[src/rtl/tbt_pkg.sv]
package tbt_pkg;

    typedef enum logic [1:0] {
        LN_FREE  = 2'd0,
        LN_FILL  = 2'd1,
        LN_CLEAN = 2'd2,
        LN_DIRTY = 2'd3
    } line_state_e;

endpackage

[src/rtl/tbt_tag_match.sv]
module tbt_tag_match #(
    parameter int unsigned ENTRIES = 4,
    parameter int unsigned TAG_W   = 16,
    parameter int unsigned IDX_W   = $clog2(ENTRIES)
) (
    input  logic [ENTRIES-1:0][TAG_W-1:0] tags,
    input  logic [ENTRIES-1:0]            live,
    input  logic [TAG_W-1:0]              key,
    output logic                          hit,
    output logic [IDX_W-1:0]              idx
);

    logic [ENTRIES-1:0] match;

    for (genvar g = 0; g < ENTRIES; g++) begin : g_cmp
        assign match[g] = live[g] && (tags[g] == key);
    end

    always_comb begin
        hit = |match;
        idx = '0;
        for (int i = ENTRIES - 1; i >= 0; i--) begin
            if (match[i]) begin
                idx = IDX_W'(i);
            end
        end
    end

endmodule

[src/rtl/tbt_victim_sel.sv]
module tbt_victim_sel #(
    parameter int unsigned ENTRIES = 4,
    parameter int unsigned FREQ_W  = 3,
    parameter int unsigned IDX_W   = $clog2(ENTRIES)
) (
    input  logic [ENTRIES-1:0]             free_mask,
    input  logic [ENTRIES-1:0]             clean_mask,
    input  logic [ENTRIES-1:0][FREQ_W-1:0] counts,
    output logic                           found,
    output logic                           use_free,
    output logic [IDX_W-1:0]               idx
);

    logic [FREQ_W-1:0] best;

    always_comb begin
        found    = 1'b0;
        use_free = 1'b0;
        idx      = '0;
        best     = '1;
        // lowest-numbered empty entry first
        for (int i = ENTRIES - 1; i >= 0; i--) begin
            if (free_mask[i]) begin
                found    = 1'b1;
                use_free = 1'b1;
                idx      = IDX_W'(i);
            end
        end
        // otherwise least count among clean entries; strict compare keeps lowest index on ties
        if (!use_free) begin
            for (int i = 0; i < ENTRIES; i++) begin
                if (clean_mask[i] && (!found || counts[i] < best)) begin
                    found = 1'b1;
                    best  = counts[i];
                    idx   = IDX_W'(i);
                end
            end
        end
    end

endmodule

[src/rtl/track_lfu_tagger.sv]
module track_lfu_tagger
    import tbt_pkg::*;
#(
    parameter int unsigned ENTRIES = 4,
    parameter int unsigned TAG_W   = 16,
    parameter int unsigned SUB_W   = 3,
    parameter int unsigned FREQ_W  = 3,
    parameter int unsigned IDX_W   = $clog2(ENTRIES)
) (
    input  logic                  clk,
    input  logic                  rst_n,
    input  logic                  lk_valid,
    input  logic [TAG_W-1:0]      lk_tag,
    input  logic [SUB_W-1:0]      lk_sub,
    output logic                  lk_hit,
    output logic                  lk_miss,
    output logic [IDX_W-1:0]      lk_idx,
    input  logic                  alloc_req,
    input  logic [TAG_W-1:0]      alloc_tag,
    output logic                  alloc_grant,
    output logic                  alloc_busy,
    output logic [IDX_W-1:0]      alloc_idx,
    output logic                  evict_valid,
    output logic [TAG_W-1:0]      evict_tag,
    output logic [(1<<SUB_W)-1:0] evict_map,
    input  logic                  fill_valid,
    input  logic [IDX_W-1:0]      fill_idx,
    input  logic                  dirty_valid,
    input  logic [IDX_W-1:0]      dirty_idx,
    input  logic                  clean_valid,
    input  logic [IDX_W-1:0]      clean_idx
);

    localparam int unsigned SUBS = 1 << SUB_W;
    localparam logic [FREQ_W-1:0] CNT_MAX = '1;

    typedef struct packed {
        line_state_e       st;
        logic [TAG_W-1:0]  tag;
        logic [FREQ_W-1:0] cnt;
        logic [SUBS-1:0]   seen;
    } line_t;

    typedef struct packed {
        line_t [ENTRIES-1:0] line;
        logic                lk_hit;
        logic                lk_miss;
        logic [IDX_W-1:0]    lk_idx;
        logic                grant;
        logic                busy;
        logic [IDX_W-1:0]    a_idx;
        logic                ev_valid;
        logic [TAG_W-1:0]    ev_tag;
        logic [SUBS-1:0]     ev_map;
    } regs_t;

    regs_t r_q, r_d;

    logic [ENTRIES-1:0][TAG_W-1:0]  tag_vec;
    logic [ENTRIES-1:0][FREQ_W-1:0] cnt_vec;
    logic [ENTRIES-1:0]             live_mask, free_mask, clean_mask;

    for (genvar g = 0; g < ENTRIES; g++) begin : g_view
        assign tag_vec[g]    = r_q.line[g].tag;
        assign cnt_vec[g]    = r_q.line[g].cnt;
        assign free_mask[g]  = (r_q.line[g].st == LN_FREE);
        assign clean_mask[g] = (r_q.line[g].st == LN_CLEAN);
        assign live_mask[g]  = (r_q.line[g].st == LN_CLEAN) || (r_q.line[g].st == LN_DIRTY);
    end

    logic             m_hit;
    logic [IDX_W-1:0] m_idx;
    logic             v_found, v_free;
    logic [IDX_W-1:0] v_idx;

    tbt_tag_match #(.ENTRIES(ENTRIES), .TAG_W(TAG_W), .IDX_W(IDX_W)) u_match (
        .tags (tag_vec),
        .live (live_mask),
        .key  (lk_tag),
        .hit  (m_hit),
        .idx  (m_idx)
    );

    tbt_victim_sel #(.ENTRIES(ENTRIES), .FREQ_W(FREQ_W), .IDX_W(IDX_W)) u_victim (
        .free_mask  (free_mask),
        .clean_mask (clean_mask),
        .counts     (cnt_vec),
        .found      (v_found),
        .use_free   (v_free),
        .idx        (v_idx)
    );

    always_comb begin
        r_d          = r_q;
        r_d.lk_hit   = 1'b0;
        r_d.lk_miss  = 1'b0;
        r_d.lk_idx   = '0;
        r_d.grant    = 1'b0;
        r_d.busy     = 1'b0;
        r_d.a_idx    = '0;
        r_d.ev_valid = 1'b0;
        r_d.ev_tag   = '0;
        r_d.ev_map   = '0;

        if (lk_valid) begin
            r_d.lk_hit  = m_hit;
            r_d.lk_miss = !m_hit;
            if (m_hit) begin
                r_d.lk_idx = m_idx;
                if (r_q.line[m_idx].cnt != CNT_MAX) begin
                    r_d.line[m_idx].cnt = r_q.line[m_idx].cnt + FREQ_W'(1);
                end
                r_d.line[m_idx].seen[lk_sub] = 1'b1;
            end
        end

        for (int i = 0; i < ENTRIES; i++) begin
            if (clean_valid && clean_idx == IDX_W'(i) && r_q.line[i].st == LN_DIRTY) begin
                r_d.line[i].st = LN_CLEAN;
            end
            if (fill_valid && fill_idx == IDX_W'(i) && r_q.line[i].st == LN_FILL) begin
                r_d.line[i].st = LN_CLEAN;
            end
            // a fresh write-back outranks a disk-write completion
            if (dirty_valid && dirty_idx == IDX_W'(i) &&
                (r_q.line[i].st == LN_CLEAN || r_q.line[i].st == LN_DIRTY)) begin
                r_d.line[i].st = LN_DIRTY;
            end
        end

        if (alloc_req) begin
            if (v_found) begin
                r_d.grant    = 1'b1;
                r_d.a_idx    = v_idx;
                r_d.ev_valid = !v_free;
                if (!v_free) begin
                    r_d.ev_tag = r_q.line[v_idx].tag;
                    r_d.ev_map = r_q.line[v_idx].seen;
                end
                r_d.line[v_idx].st   = LN_FILL;
                r_d.line[v_idx].tag  = alloc_tag;
                r_d.line[v_idx].cnt  = FREQ_W'(1);
                r_d.line[v_idx].seen = '0;
            end else begin
                r_d.busy = 1'b1;
            end
        end
    end

    always_ff @(posedge clk) begin
        if (!rst_n) begin
            r_q <= '0;
        end else begin
            r_q <= r_d;
        end
    end

    assign lk_hit      = r_q.lk_hit;
    assign lk_miss     = r_q.lk_miss;
    assign lk_idx      = r_q.lk_idx;
    assign alloc_grant = r_q.grant;
    assign alloc_busy  = r_q.busy;
    assign alloc_idx   = r_q.a_idx;
    assign evict_valid = r_q.ev_valid;
    assign evict_tag   = r_q.ev_tag;
    assign evict_map   = r_q.ev_map;

endmodule

[config.mk]
export PLATFORM = sky130hd
export DESIGN_NAME = track_lfu_tagger
export DESIGN_NICKNAME = d
export VERILOG_FILES = /design/src/rtl/tbt_pkg.sv /design/src/rtl/tbt_tag_match.sv /design/src/rtl/tbt_victim_sel.sv /design/src/rtl/track_lfu_tagger.sv
export SDC_FILE = /design/constraint.sdc
export NUM_CORES = 1
export LEC_CHECK = 0
export BUFFER_PORTS_ARGS = -buffer_cell sky130_fd_sc_hd__buf_2
export CAP_MARGIN = 20
export CORE_AREA = 10 10 105 145
export CTS_CLUSTER_SIZE = 30
export DETAILED_ROUTE_END_ITERATION = 10
export DIE_AREA = 0 0 115 155
export PLACE_DENSITY = 0.93
export SYNTH_ARGS = -nofsm -noshare
export SYNTH_HDL_FRONTEND = slang
export SYNTH_SLANG_ARGS = --single-unit
export TNS_END_PERCENT = 30
[constraint.sdc]
create_clock -name clk -period 11.75 [get_ports clk]
set_input_delay 0.5875 -clock clk [delete_from_list [all_inputs] [get_ports clk]]
set_output_delay 0.5875 -clock clk [all_outputs]
set_load 0.03 [all_outputs]
# Yosys cells after proc, flatten, opt, wreduce, memory -nomap -nowiden
# Index checks and enable logic that the tools add are counted.
# word_totals
regBits	149
latchBits	0
ram_bits	0
rom_bits	0
inputBits	48
out_inout_bits	33
word_cells	203
n_memories	0
# classes
add_sub_neg	1
multipliers	0
div_mod_pow	0
order_cmp	10
n_eq_ne	26
n_shift	0
n_mux	77
n_bitwise	3
reduce_logical	61
# ops
operator	n
$bwmux W116	6
$mux W116	6
$demux W29 S2	6
$mux W120	1
$bmux W29 S2	2
$eq A16 B16 Y1	4
$mux W27	2
$mux W2	26
$logic_and A1 B1 Y1	35
$mux W11	3
$mux W29	1
$eq A2 B2 Y1 const B	14
$mux W3	6
$mux W8	2
$mux W1	15
$eq A2 B1 Y1 const B	7
$logic_not A2 Y1	7
$lt A3 B3 Y1	3
$logic_or A1 B1 Y1	8
$reduce_or A4 Y1	2
$lt A2 B3 Y1 const B	2
$reduce_and A3 Y1	2
$logic_not A1 Y1	5
$ge A2 B1 Y1 const B	2
other kinds (8)	11

# Depth between registers and ports, before layout
# Gate-level depths: netlist (run 1).
# depth
ltp_word	35
ltp_mapped	28
mapped_depth_nobuf	24

# Modules after synthesis
# From an unflattened synthesis (run 1), not the netlist that was laid out.
# hier_totals
hier_cells	817
area_unflattened_um2	7577.3
# modules_own_cells
mod	instances	cells_per_inst	area_per_inst_um2	seq_area_each_um2
track_lfu_tagger	1	662	6317.3	2982.9
tbt_tag_match	1	95	793.3	0.0
tbt_victim_sel	1	60	466.7	0.0

# Worst setup path after synthesis (run 1)
# Ideal clock, no wire load.
# synth_timing
path_kind	reg2reg
start	register r_q[60] (netlist bit)
end	register r_q[81] (netlist bit)
setup_ns	0.119
arrival_ns	4.800
required_ns	11.631
setup_slack_ns	6.831
stages_incl_launch_ff	26
path_buffers	4
synth_period_minus_slack_ns	4.919
cell_sequence	dfxtp_1 buf_4 nand2b_1 nor2_1 ha_1 o311ai_1 a221oi_2 o21ai_0 ha_1 nor4b_1 nand2_1 a21oi_1 o211ai_1 nand2_1 a21oi_1 ha_1 or3_1 a221oi_1 o221a_2 a31o_2 o21a_1 buf_6 o211ai_2 buf_6 buf_8 mux2i_1
# synth_via
elab_chain_cells	31
elab_cells_between_ends	69
cone_classes	order compare: 5; eq/ne: 3; mux: 44; reduce/logical: 17
# synth_rtl
item	line	rtl
start: declaration	track_lfu_tagger.sv:57	regs_t r_q, r_d;
start signal: assignment	track_lfu_tagger.sv:154	r_q <= r_d;
$logic_not A2 Y1	track_lfu_tagger.sv:66	assign free_mask[g] = (r_q.line[g].st == LN_FREE);
$mux W1	tbt_victim_sel.sv:23	if (free_mask[i]) begin
$logic_not A1 Y1	tbt_victim_sel.sv:32	if (clean_mask[i] && (!found || counts[i] < best)) begin
$logic_or A1 B1 Y1	tbt_victim_sel.sv:32	
$logic_and A1 B1 Y1	tbt_victim_sel.sv:32	
$mux W3 / $mux W1 (equally long branches)	tbt_victim_sel.sv:32	
$mux W3 / $mux W1 (equally long branches)	tbt_victim_sel.sv:30	if (!use_free) begin
$lt A3 B3 Y1 / $logic_not A1 Y1 (equally long branches)	tbt_victim_sel.sv:32	
[... 15 more ...]	-	
$logic_and A1 B1 Y1 (not written as such)	track_lfu_tagger.sv:141	r_d.line[v_idx].tag = alloc_tag;
$mux W27 (not written as such)	track_lfu_tagger.sv:141	
$demux W29 S2	track_lfu_tagger.sv:141	
$bwmux W116	track_lfu_tagger.sv:141	
$bwmux W116	track_lfu_tagger.sv:142	r_d.line[v_idx].cnt = FREQ_W'(1);
$bwmux W116	track_lfu_tagger.sv:143	r_d.line[v_idx].seen = '0;
$mux W116	track_lfu_tagger.sv:132	if (v_found) begin
$mux W116 *	track_lfu_tagger.sv:131	if (alloc_req) begin
# Every way passes the cells marked *; elsewhere a longest branch is shown, timed or not. The select of a mux whose other input is x is not followed.
# A chain may end at the register's enable or synchronous reset.

# Final worst setup path (run 1)
# layout_timing
start	register r_q[60] (netlist bit)
end	register r_q (netlist bit cnt_vec[6])
# layout_via
elab_chain_cells	30
elab_cells_between_ends	74
cone_classes	add/sub: 1; order compare: 7; eq/ne: 3; mux: 45; reduce/logical: 18
# layout_rtl
item	line
$logic_not A2 Y1	track_lfu_tagger.sv:66
$mux W1	tbt_victim_sel.sv:23
$logic_not A1 Y1	tbt_victim_sel.sv:32
$logic_or A1 B1 Y1	tbt_victim_sel.sv:32
$logic_and A1 B1 Y1	tbt_victim_sel.sv:32
$mux W3 / $mux W1 (equally long branches)	tbt_victim_sel.sv:32
$mux W3 / $mux W1 (equally long branches)	tbt_victim_sel.sv:30
$lt A3 B3 Y1 / $logic_not A1 Y1 (equally long branches)	tbt_victim_sel.sv:32
[... 14 more ...]	-
$lt A2 B3 Y1 (not written as such) / $ge A2 B1 Y1 (equally long branches)	track_lfu_tagger.sv:142
$logic_and A1 B1 Y1 (not written as such)	track_lfu_tagger.sv:142
$mux W11 (not written as such)	track_lfu_tagger.sv:142
$demux W29 S2	track_lfu_tagger.sv:142
$bwmux W116	track_lfu_tagger.sv:142
$bwmux W116	track_lfu_tagger.sv:143
$mux W116	track_lfu_tagger.sv:132
$mux W116 *	track_lfu_tagger.sv:131
# Marks and branches as above.

==> flow_summary_export.csv, run 1 <==
group,metric,value,unit
place,portBuffers,80,
pwr,internal_power,0.8765,mW
setup_path,cp_max_fo,19,
drt,drc_errors,0,
yosys,synth_top_area_frac,0.3776,
timing,setup_ws,5392,ps
global_routing,antenna_found_initial,0,
layout,syn_to_final_growth,10.04,%
clock_tree,cts.sink_count,149,
setup_path,rrSetupSlack,5390,ps
floorplan,dieWidth,115,um
floorplan,rows,49,
timing,fin_setup_tns,0,ps
global_routing,grt_max_degree,70,
hold_path,hold_class,"in2reg",
yosys,ys_warn_count,0,
pwr,switching_share,0.2760,
setup_path,r2r-start,"r_q[60]",
floorplan,core,0.01263,sq mm
pwr,seqPwrFrac,0.436,
clock_tree,htree_levels,4,
setup_path,arrival,6690,ps
clock_tree,ctsHoldBuffers,0,
yosys,synth_edf_count,0,
layout,final_common_cell,"dfxtp_1",
clock_tree,cts_buffers,17,
timing,max_slew_margin,0.2462,
pwr,powerDensity,139.3,mW/mm^2
outcome,status,"finished clean",
timing,hold_viol,0,
pwr,combPwrFrac,0.096,
yosys,ys_ff_latch,149,
drt,route.met2.wl,12.50,mm
global_routing,overflow,0,
yosys,synthCells,933,
floorplan,ios,81,
setup_path,path_class,"reg2reg",
timing,post-route-period-util,0.5411,
yosys,avgSynthCellArea,8.466,sq um
setup_path,reg2reg_to,"cnt_vec[6]",
timing,rsz0062_at_grt,"no",
clock_tree,path_clk_slew,70,ps
timing,setup_violations,0,
drt,routed.top_layer,"met4",
pwr,leakage,3.289,nW
timing,worst_pin_slew,1131,ps
setup_path,end_kind,"flip-flop",
drt,viasPerCell,6.856,
global_routing,grt_pass1_wl,39.63,mm
place,place_ws,5549,ps
drt,wl_per_cell,22.38,um
yosys,ys_async_sr_fraction,0,
layout,antenna_cells,0,
pwr,peakVddDrop,0.1116,mV
floorplan,fp.dieH,155,um
setup_path,r2r_cells,21,
timing,max_freq,157.3,MHz
drt,drt_iter0_markers,750,
layout,nets,1002,
pwr,p_clk_frac,0.468,
clock_tree,insertion_delay,430,ps
timing,slew_violations,0,
layout,final_cell_mix,"dfxtp_1, nand2_1, buf_2",
layout,drive_above_1_share,0.1646,
yosys,syn_nets,988,
global_routing,grt_pass1_vias,7588,
setup_path,crit_path_start_kind,"flip-flop",
layout,fillCellCount,932,
yosys,syn_area,0.007899,sq mm
drt,antenna_left,0,
drt,wl,24.91,mm
floorplan,dieArea,0.01783,sq mm
timing,skew,8.962,ps
clock_tree,cts-root-buf,"clkbuf_16",
setup_path,cp.required,12090,ps
place,gp_congestion,0.9923,
setup_path,startpoint,"r_q[60]",
floorplan,initial_core_util,0.6254,
timing,layout_min_cycle_time,6358,ps
yosys,synth-main-ff-cell,"dfxtp_1",
pwr,switchingPower,0.3342,mW
clock_tree,cts_setup_buffers,0,
clock_tree,post_cts_resized,0,
drt,drt-pass1-iter-count,6,
clock_tree,cts_tree,"built",
flow_run,drv_cap,0,
setup_path,cp-endpoint,"cnt_vec[6]",
yosys,synth.top_cells.by_area,"dfxtp_1, mux2i_1, xnor2_1, nand2_1, a21oi_1",
drt,vias,7631,
global_routing,grt_util_all_layers,0.2771,
place,place_hpwl,16.88,mm
drt,dr_wl_met3,2.330,mm
yosys,synth_top_area_cell,"dfxtp_1",
drt,drt-met1-wl,8.192,mm
yosys,ys_seq_area_frac,0.3776,
clock_tree,clockBufferDepth,2,
yosys,synth_cell_types,73,
==> per-layer routing <==
layer,vias up,track usage
met3,161,0.06197
met2,521,0.4642
met5,-,0
met4,0,0.1968
li1,3372,-
met1,3577,0.2981
==> through the flow <==
step                total power [mW]  cells    util  cell area [sq um]  hold slack, ps
global placement              0.6442   1078  0.6375               8051           447.4
floorplan                     0.6112    933       -               7899           436.4
global route                   1.239   1113  0.6882               8692           437.3
finish                         1.211   1113  0.6882               8692           427.0
detailed placement            0.6481   1079  0.6387               8066           455.1
CTS                            1.204   1111  0.6874               8682           422.8
==> critical path: stages, from the launching register on <==
cell and delay (ps):
dfxtp_1 530, nand2b_1 240, nor2_1 80, ha_1 290, o311ai_1 130, a221oi_2 440
o21ai_0 190, ha_1 230, nor4b_1 390, nand2_1 80, a21oi_1 190, o211ai_1 210
nand2_1 310, a21oi_1 130, ha_1 200, or3_1 340, a221oi_1 230, o221a_2 260
a31o_2 270, o31a_1 910, nand2_1 310, a221oi_1 310
==> sequential cells by signal, indices dropped and copies added (netlist names), 2 cells and up <==
register,cells
alloc_idx,2
evict_map,8
cnt_vec,12
evict_tag,16
r_q,104
lk_idx,2
==> synth_stat cells, types with 10 or more instances <==
| cell | n |
|---|---|
| nor2_1 | 74 |
| nor3_1 | 22 |
| a21oi_1 | 65 |
| nand2b_1 | 13 |
| buf_2 | 20 |
| a32oi_1 | 25 |
| xnor2_1 | 49 |
| xor2_1 | 14 |
| dfxtp_1 | 149 |
| nand2_1 | 104 |
| o21ai_0 | 25 |
| buf_4 | 31 |
| inv_1 | 14 |
| clkbuf_1 | 41 |
| o211ai_1 | 25 |
| mux2i_1 | 55 |
| nor4_1 | 16 |
| nand3_1 | 29 |
| o21a_1 | 10 |
| nand4_1 | 44 |
==> power by group through the flow <==
stage | Clock, mW | Sequential, mW | Combinational, mW
2_1_floorplan | 0 | 0.534 | 0.0768
3_3_place_gp | 0 | 0.537 | 0.107
3_5_place_dp | 0 | 0.537 | 0.111
4_1_cts | 0.566 | 0.527 | 0.112
5_1_grt | 0.589 | 0.528 | 0.122
6_report | 0.567 | 0.527 | 0.116
==> cell families (layout without fill, tap and decap cells) <==
family | Yosys count | in the layout | synth area share
multiplexers | 56 | 56 | 0.07112
XOR/XNOR | 64 | 64 | 0.07192
buffers and inverters | 113 | 140 | 0.07698
adder cells (fa/ha/maj) | 7 | 7 | 0.01109
AND/OR/NAND/NOR | 346 | 346 | 0.2180
AO/OA/AOI/OAI | 198 | 198 | 0.1733
flip-flops | 149 | 149 | 0.3776
==> cell type report <==
type	instances	area [sq um]	area share
Multi-Input combinational cell	671	4342	0.4995
Sequential cell	149	2983	0.3432
Timing Repair Buffer	94	508.0	0.05844
Clock buffer	17	425.4	0.04894
Tap cell	153	191.4	0.02202
Clock inverter	15	190.2	0.02188
Inverter	14	52.55	0.006046
==> how the worst min path moves through the flow <==
stage | startpoint | endpoint | slack, ps | cells past startpoint
final | alloc_tag[8] | r_q[110] | 430 | 3
after global routing | alloc_tag[13] | r_q[115] | 440 | 3
after CTS | alloc_tag[8] | r_q[110] | 420 | 3
after detailed placement | r_q[123] | r_q[123] | 460 | 1
after global placement | r_q[39] | r_q[39] | 450 | 2
after floorplan | r_q[33] | r_q[33] | 440 | 2
(Power assumes the default switching activity.)
==> run 2: changes to the inputs <==
- CORE_AREA: 10 10 105 145 -> 10 10 114 157
- DIE_AREA: 0 0 115 155 -> 0 0 124 167
- PLACE_DENSITY: 0.93 -> 0.84
- clock period: 11.75 -> 5.5 ns (I/O delays scaled with it)
==> run 2 against run 1 <==
Design area up 2.9%. Non-clock buffer count up 23. Clock power up 110%. Wire length down 0.36%. Sequential share of layout area down 0.98 points. Die area up 16%. Count of clock-buffer cells in the layout up 2. Utilization down 8.9 points. Maximum frequency up 22%. Via count down 2.2%. Sequential power up 110%. Global-route usage down 4.0 points.
==> flow_summary_export.csv, run 2 (synthesis results as in run 1) <==
group,metric,value,unit
outcome,status,"finished clean",
global_routing,grt_max_degree,56,
clock_tree,cts_buffers,17,
floorplan,dieWidth,124,um
layout,syn_to_final_growth,13.27,%
setup_path,critical-path-top-delay-family,"compound AO/OA/AOI/OAI gates",
clock_tree,cts_tree,"built",
timing,setup_ws,283.9,ps
layout,finalNonFillerCells,1176,
setup_path,cp_max_fo,17,
setup_path,arrival,5530,ps
clock_tree,cts.sink_count,149,
floorplan,dieArea,0.02071,sq mm
place,dp_cells,1139,
layout,nets,1026,
flow_run,drv_cap,0,
drt,antenna_left,0,
global_routing,grt_use_met3,0.04839,
timing,slew_violations,0,
setup_path,path_class,"reg2reg",
pwr,powerDensity,285.0,mW/mm^2
floorplan,fp.dieH,167,um
layout,drive_above_1_share,0.1880,
place,place_hpwl,17.76,mm
floorplan,core,0.01492,sq mm
drt,viasPerCell,6.346,
drt,vias,7463,
global_routing,grt_pass1_wl,38.92,mm
layout,final_cell_mix,"dfxtp_1, nand2_1, buf_2",
global_routing,gr-usage-met1,0.2513,
place,gp_congestion,1.020,
setup_path,critPathBufInv,3,
setup_path,crit_path_start_kind,"flip-flop",
global_routing,gr-max-usage-layer,"met2",
clock_tree,clockBufferDepth,2,
pwr,peakVddDrop,0.1907,mV
global_routing,antenna_found_initial,0,
layout,largest_reg_flops,104,
place,portBuffers,80,
floorplan,initial_core_util,0.5294,
hold_path,hold_class,"in2reg",
timing,max_slew_margin,0.3624,
global_routing,use_met2,0.4017,
timing,post-route-period-util,0.9484,
layout,fin_area,0.008947,sq mm
place,place_area,0.008285,sq mm
global_routing,overflow,0,
clock_tree,htree_levels,4,
setup_path,worst_path_largest_cell_delay,340,ps
drt,drt-pass1-iter-count,6,
setup_path,end_kind,"flip-flop",
clock_tree,cts-root-buf,"clkbuf_16",
layout,final_common_cell,"dfxtp_1",
setup_path,rrSetupSlack,280,ps
setup_path,cp_common_cell,"ha_1",
setup_path,cp.required,5810,ps
drt,drt_iter0_markers,755,
global_routing,grt_pass1_vias,7458,
pwr,power,2.550,mW
floorplan,ios,81,
clock_tree,insertion_delay,430,ps
pwr,leakage,3.411,nW
timing,layout_min_cycle_time,5216,ps
timing,setup_violations,0,
drt,wl_per_cell,21.11,um
timing,fin_setup_tns,0,ps
timing,skew,15.97,ps
global_routing,grt_util_all_layers,0.2371,
clock_tree,path_clk_slew,70,ps
timing,max_freq,191.7,MHz
setup_path,cp_slowest_cell,"nor4b_2",
timing,worst_pin_slew,944.5,ps
drt,drc_errors,0,
clock_tree,ctsHoldBuffers,0,
place,place_ws,-84.38,ps
timing,hold_viol,0,
layout,largest-register,"r_q",
drt,wl,24.82,mm
layout,antenna_cells,0,
floorplan,rows,53,
-- run 2: path summary, 6_finish.rpt --
path / start / endpoint / cells past startpoint
setup / recovery: r_q[60] / r_q[86] / 25
hold / removal: alloc_req / alloc_busy / 3
setup reg to reg: r_q[60] / r_q[86] / 25
hold reg to reg: r_q[127] / r_q[127] / 1
-- run 2: per-stage QoR --
step                      hold slack (ps)  utilization
after floorplan                     413.1            -
after global placement              448.7       0.5553
after detailed placement            458.3       0.5553
after CTS                           111.8       0.5963
after global routing                131.2       0.5997
final                               110.8       0.5997
-- run 2: layer usage --
layer | wire length (um) | share of wire | vias to the layer above
met2 | 12530 | 0.50 | 387
met5 | 0 | 0 | -
met4 | 1812 | 0.073 | 0
met1 | 8851 | 0.36 | 3521
li1 | - | - | 3421
met3 | 1628 | 0.066 | 134
-- run 2: cell type report --
cell class                 instances  area [sq um]
clock inverter                    13         140.1
tap                              192         240.2
timing repair buffer             117         704.4
fill                            1276          5973
sequential                       149          2983
clock buffer                      19         452.9
inverter                          14         52.55
multi-input combinational        672          4374
-- run 2: where the power goes --
part           total, mW  switching [mW]  internal (mW)
combinational      0.257           0.169         0.0880
sequential          1.12          0.0225           1.10
clock               1.17           0.508          0.662
total               2.55           0.700           1.85
-- run 2: worst min-delay path: stages --
cell	delay, ps
buf_2	110
inv_1	60
nor3_1	50
-- run 2: what timing repair did --
action / CTS / global route
pin swaps: 1 / 2
setup buffers: 0 / 3
gates cloned: 1 / 0
setup endpoints to repair: 20 / 132
gates resized for setup: 2 / 6
==> run 3: changes to the inputs <==
- CORE_AREA: 10 10 114 157 -> 10 10 139 128
- DIE_AREA: 0 0 124 167 -> 0 0 149 138
- PLACE_DENSITY: 0.84 -> 0.85
==> run 3 against run 2 <==
Clock skew shrank 9.1 ps. Global-route usage decreased by 1.3 points. Highest routed layer unchanged. Critical path depth is 1 lower. Final cell count rose by 0.68%. Die area shrank 0.71%. Power rose by 0.58%. First-iteration DRC count rose by 9.4%. Sequential share of layout area fell by 0.24 points. Sequential power is essentially flat. Design area increased by 0.71%. Maximum frequency decreased by 2.4%.
==> flow_summary_export.csv, run 3 (synthesis results as in run 1) <==
group,metric,value,unit
outcome,status,"finished clean",
clock_tree,path_clk_slew,60,ps
clock_tree,htree_levels,4,
setup_path,cp_max_fo,19,
layout,final_cell_mix,"dfxtp_1, nand2_1, buf_2",
place,gp_congestion,1.007,
layout,largest_reg_flops,104,
drt,wl,24.16,mm
timing,max_slew_margin,0.2345,
floorplan,dieWidth,149,um
layout,fin_area,0.009011,sq mm
setup_path,crit_path_start_kind,"flip-flop",
drt,vias,7480,
floorplan,dieArea,0.02056,sq mm
global_routing,grt_max_degree,55,
global_routing,antenna_found_initial,0,
layout,final_common_cell,"dfxtp_1",
setup_path,rrSetupSlack,150,ps
drt,drc_errors,0,
timing,post-route-period-util,0.9721,
hold_path,min_to,"r_q[117]",
setup_path,reg2reg_to,"r_q[139]",
clock_tree,cts_tree,"built",
global_routing,grt_pass1_vias,7140,
timing,fin_setup_tns,0,ps
flow_run,drv_cap,0,
floorplan,core,0.01506,sq mm
timing,max_freq,187.0,MHz
pwr,power,2.565,mW
timing,hold_viol,0,
clock_tree,ctsHoldBuffers,0,
drt,drt-pass1-iter-count,6,
setup_path,r2r_cells,24,
clock_tree,cts.sink_count,149,
layout,syn_to_final_growth,14.08,%
setup_path,cp.required,5810,ps
place,place_area,0.008295,sq mm
global_routing,overflow,0,
timing,slew_violations,0,
clock_tree,insertion_delay,430,ps
layout,nets,1026,
setup_path,r2r-start,"r_q[60]",
timing,layout_min_cycle_time,5346,ps
drt,viasPerCell,6.318,
floorplan,rows,43,
setup_path,end_kind,"flip-flop",
drt,drt_iter0_markers,826,
hold_path,min_from,"alloc_tag[15]",
drt,antenna_left,0,
layout,drive_above_1_share,0.1874,
place,place_hpwl,16.85,mm
pwr,peakVddDrop,0.2286,mV
hold_path,holdPathStages,3,
timing,worst_pin_slew,1134,ps
pwr,powerDensity,284.7,mW/mm^2
drt,wl_per_cell,20.41,um
floorplan,ios,81,
pwr,leakage,3.409,nW
global_routing,grt_util_all_layers,0.2241,
floorplan,initial_core_util,0.5243,
setup_path,arrival,5660,ps
layout,largest-register,"r_q",
timing,skew,6.871,ps
place,portBuffers,80,
floorplan,fp.dieH,138,um
clock_tree,cts-root-buf,"clkbuf_16",
clock_tree,cts_buffers,17,
layout,antenna_cells,0,
clock_tree,clockBufferDepth,2,
setup_path,path_class,"reg2reg",
timing,rsz0062_at_grt,"yes",
timing,setup_violations,0,
global_routing,grt_pass1_wl,37.47,mm
hold_path,hold_class,"in2reg",
-- run 3: cell count changes in the layout (fill, tap and decap cells not counted), sizes merged --
cell	before	now
inv	19	14
buf	116	117
clkbuf	20	19
bufinv	1	3
clkinv	4	3
clkinvlp	3	5
-- run 3: cell type report --
class                      instances  area (sq um)
clock buffer                      19         442.9
clock inverter                    11         153.9
fill                            1326          6053
inverter                          14         52.55
multi-input combinational        672          4407
sequential                       149          2983
tap                              202         252.7
timing repair buffer             117         719.4
-- run 3: worst max-delay path, stage by stage (launching register included) --
cell,delay (ps)
dfxtp_1,350
nand2b_1,220
nor2_1,90
ha_1,300
o311ai_1,150
a221oi_2,340
buf_4,180
o21ai_0,120
ha_1,300
o21ai_0,120
nor3b_2,190
a21oi_1,330
nand2_2,150
nor2_1,130
a21oi_1,60
ha_1,200
or3_1,340
a221oi_1,260
o221a_2,280
a31oi_1,140
nor4_2,290
buf_4,170
buf_12,190
mux2i_1,250
nor2_1,60
-- run 3: timing repair --
action | CTS | global route
endpoints found under the setup margin | 21 | 140
gates cloned | 0 | 1
setup buffers | 0 | 6
resized for setup | 2 | 9
pin swaps | 0 | 7
-- run 3: how the worst max path moves through the flow --
stage	startpoint	endpoint	slack, ps	cells after the start
2_1_floorplan	r_q[60]	r_q[81]	580	25
3_3_place_gp	r_q[60]	evict_tag[7]	270	23
3_5_place_dp	r_q[60]	r_q[45]	100	23
4_1_cts	r_q[60]	r_q[45]	70	23
5_1_grt	r_q[60]	r_q[143]	-110	23
6_report	r_q[60]	r_q[139]	150	24
-- run 3: routing by layer --
metal | part of all wire | vias up | routed length [um] | global-route usage
met4 | 0.036 | 0 | 868 | 0.1043
li1 | - | 3410 | - | -
met5 | 0 | - | 0 | 0
met2 | 0.47 | 413 | 11470 | 0.3588
met3 | 0.082 | 80 | 1984 | 0.05416
met1 | 0.41 | 3577 | 9839 | 0.2767
-- run 3: metrics by stage --
| step | cells | util | hold WS, ps | setup WS, ps |
|---|---|---|---|---|
| 4_1_cts | 1177 | 0.5913 | 109.3 | 70.28 |
| 6_report | 1184 | 0.5982 | 116.3 | 153.7 |
| 5_1_grt | 1184 | 0.5982 | 122.3 | -114.5 |
| 3_5_place_dp | 1147 | 0.5507 | 455.5 | 101.2 |
| 2_1_floorplan | 933 | - | 413.1 | 581.2 |
| 3_3_place_gp | 1147 | 0.5507 | 446.0 | 273.8 |
-- run 3: where the power goes --
group / switching [mW] / internal, mW
sequential: 0.0233 / 1.10
combinational: 0.163 / 0.0890
clock: 0.467 / 0.722
total: 0.653 / 1.91
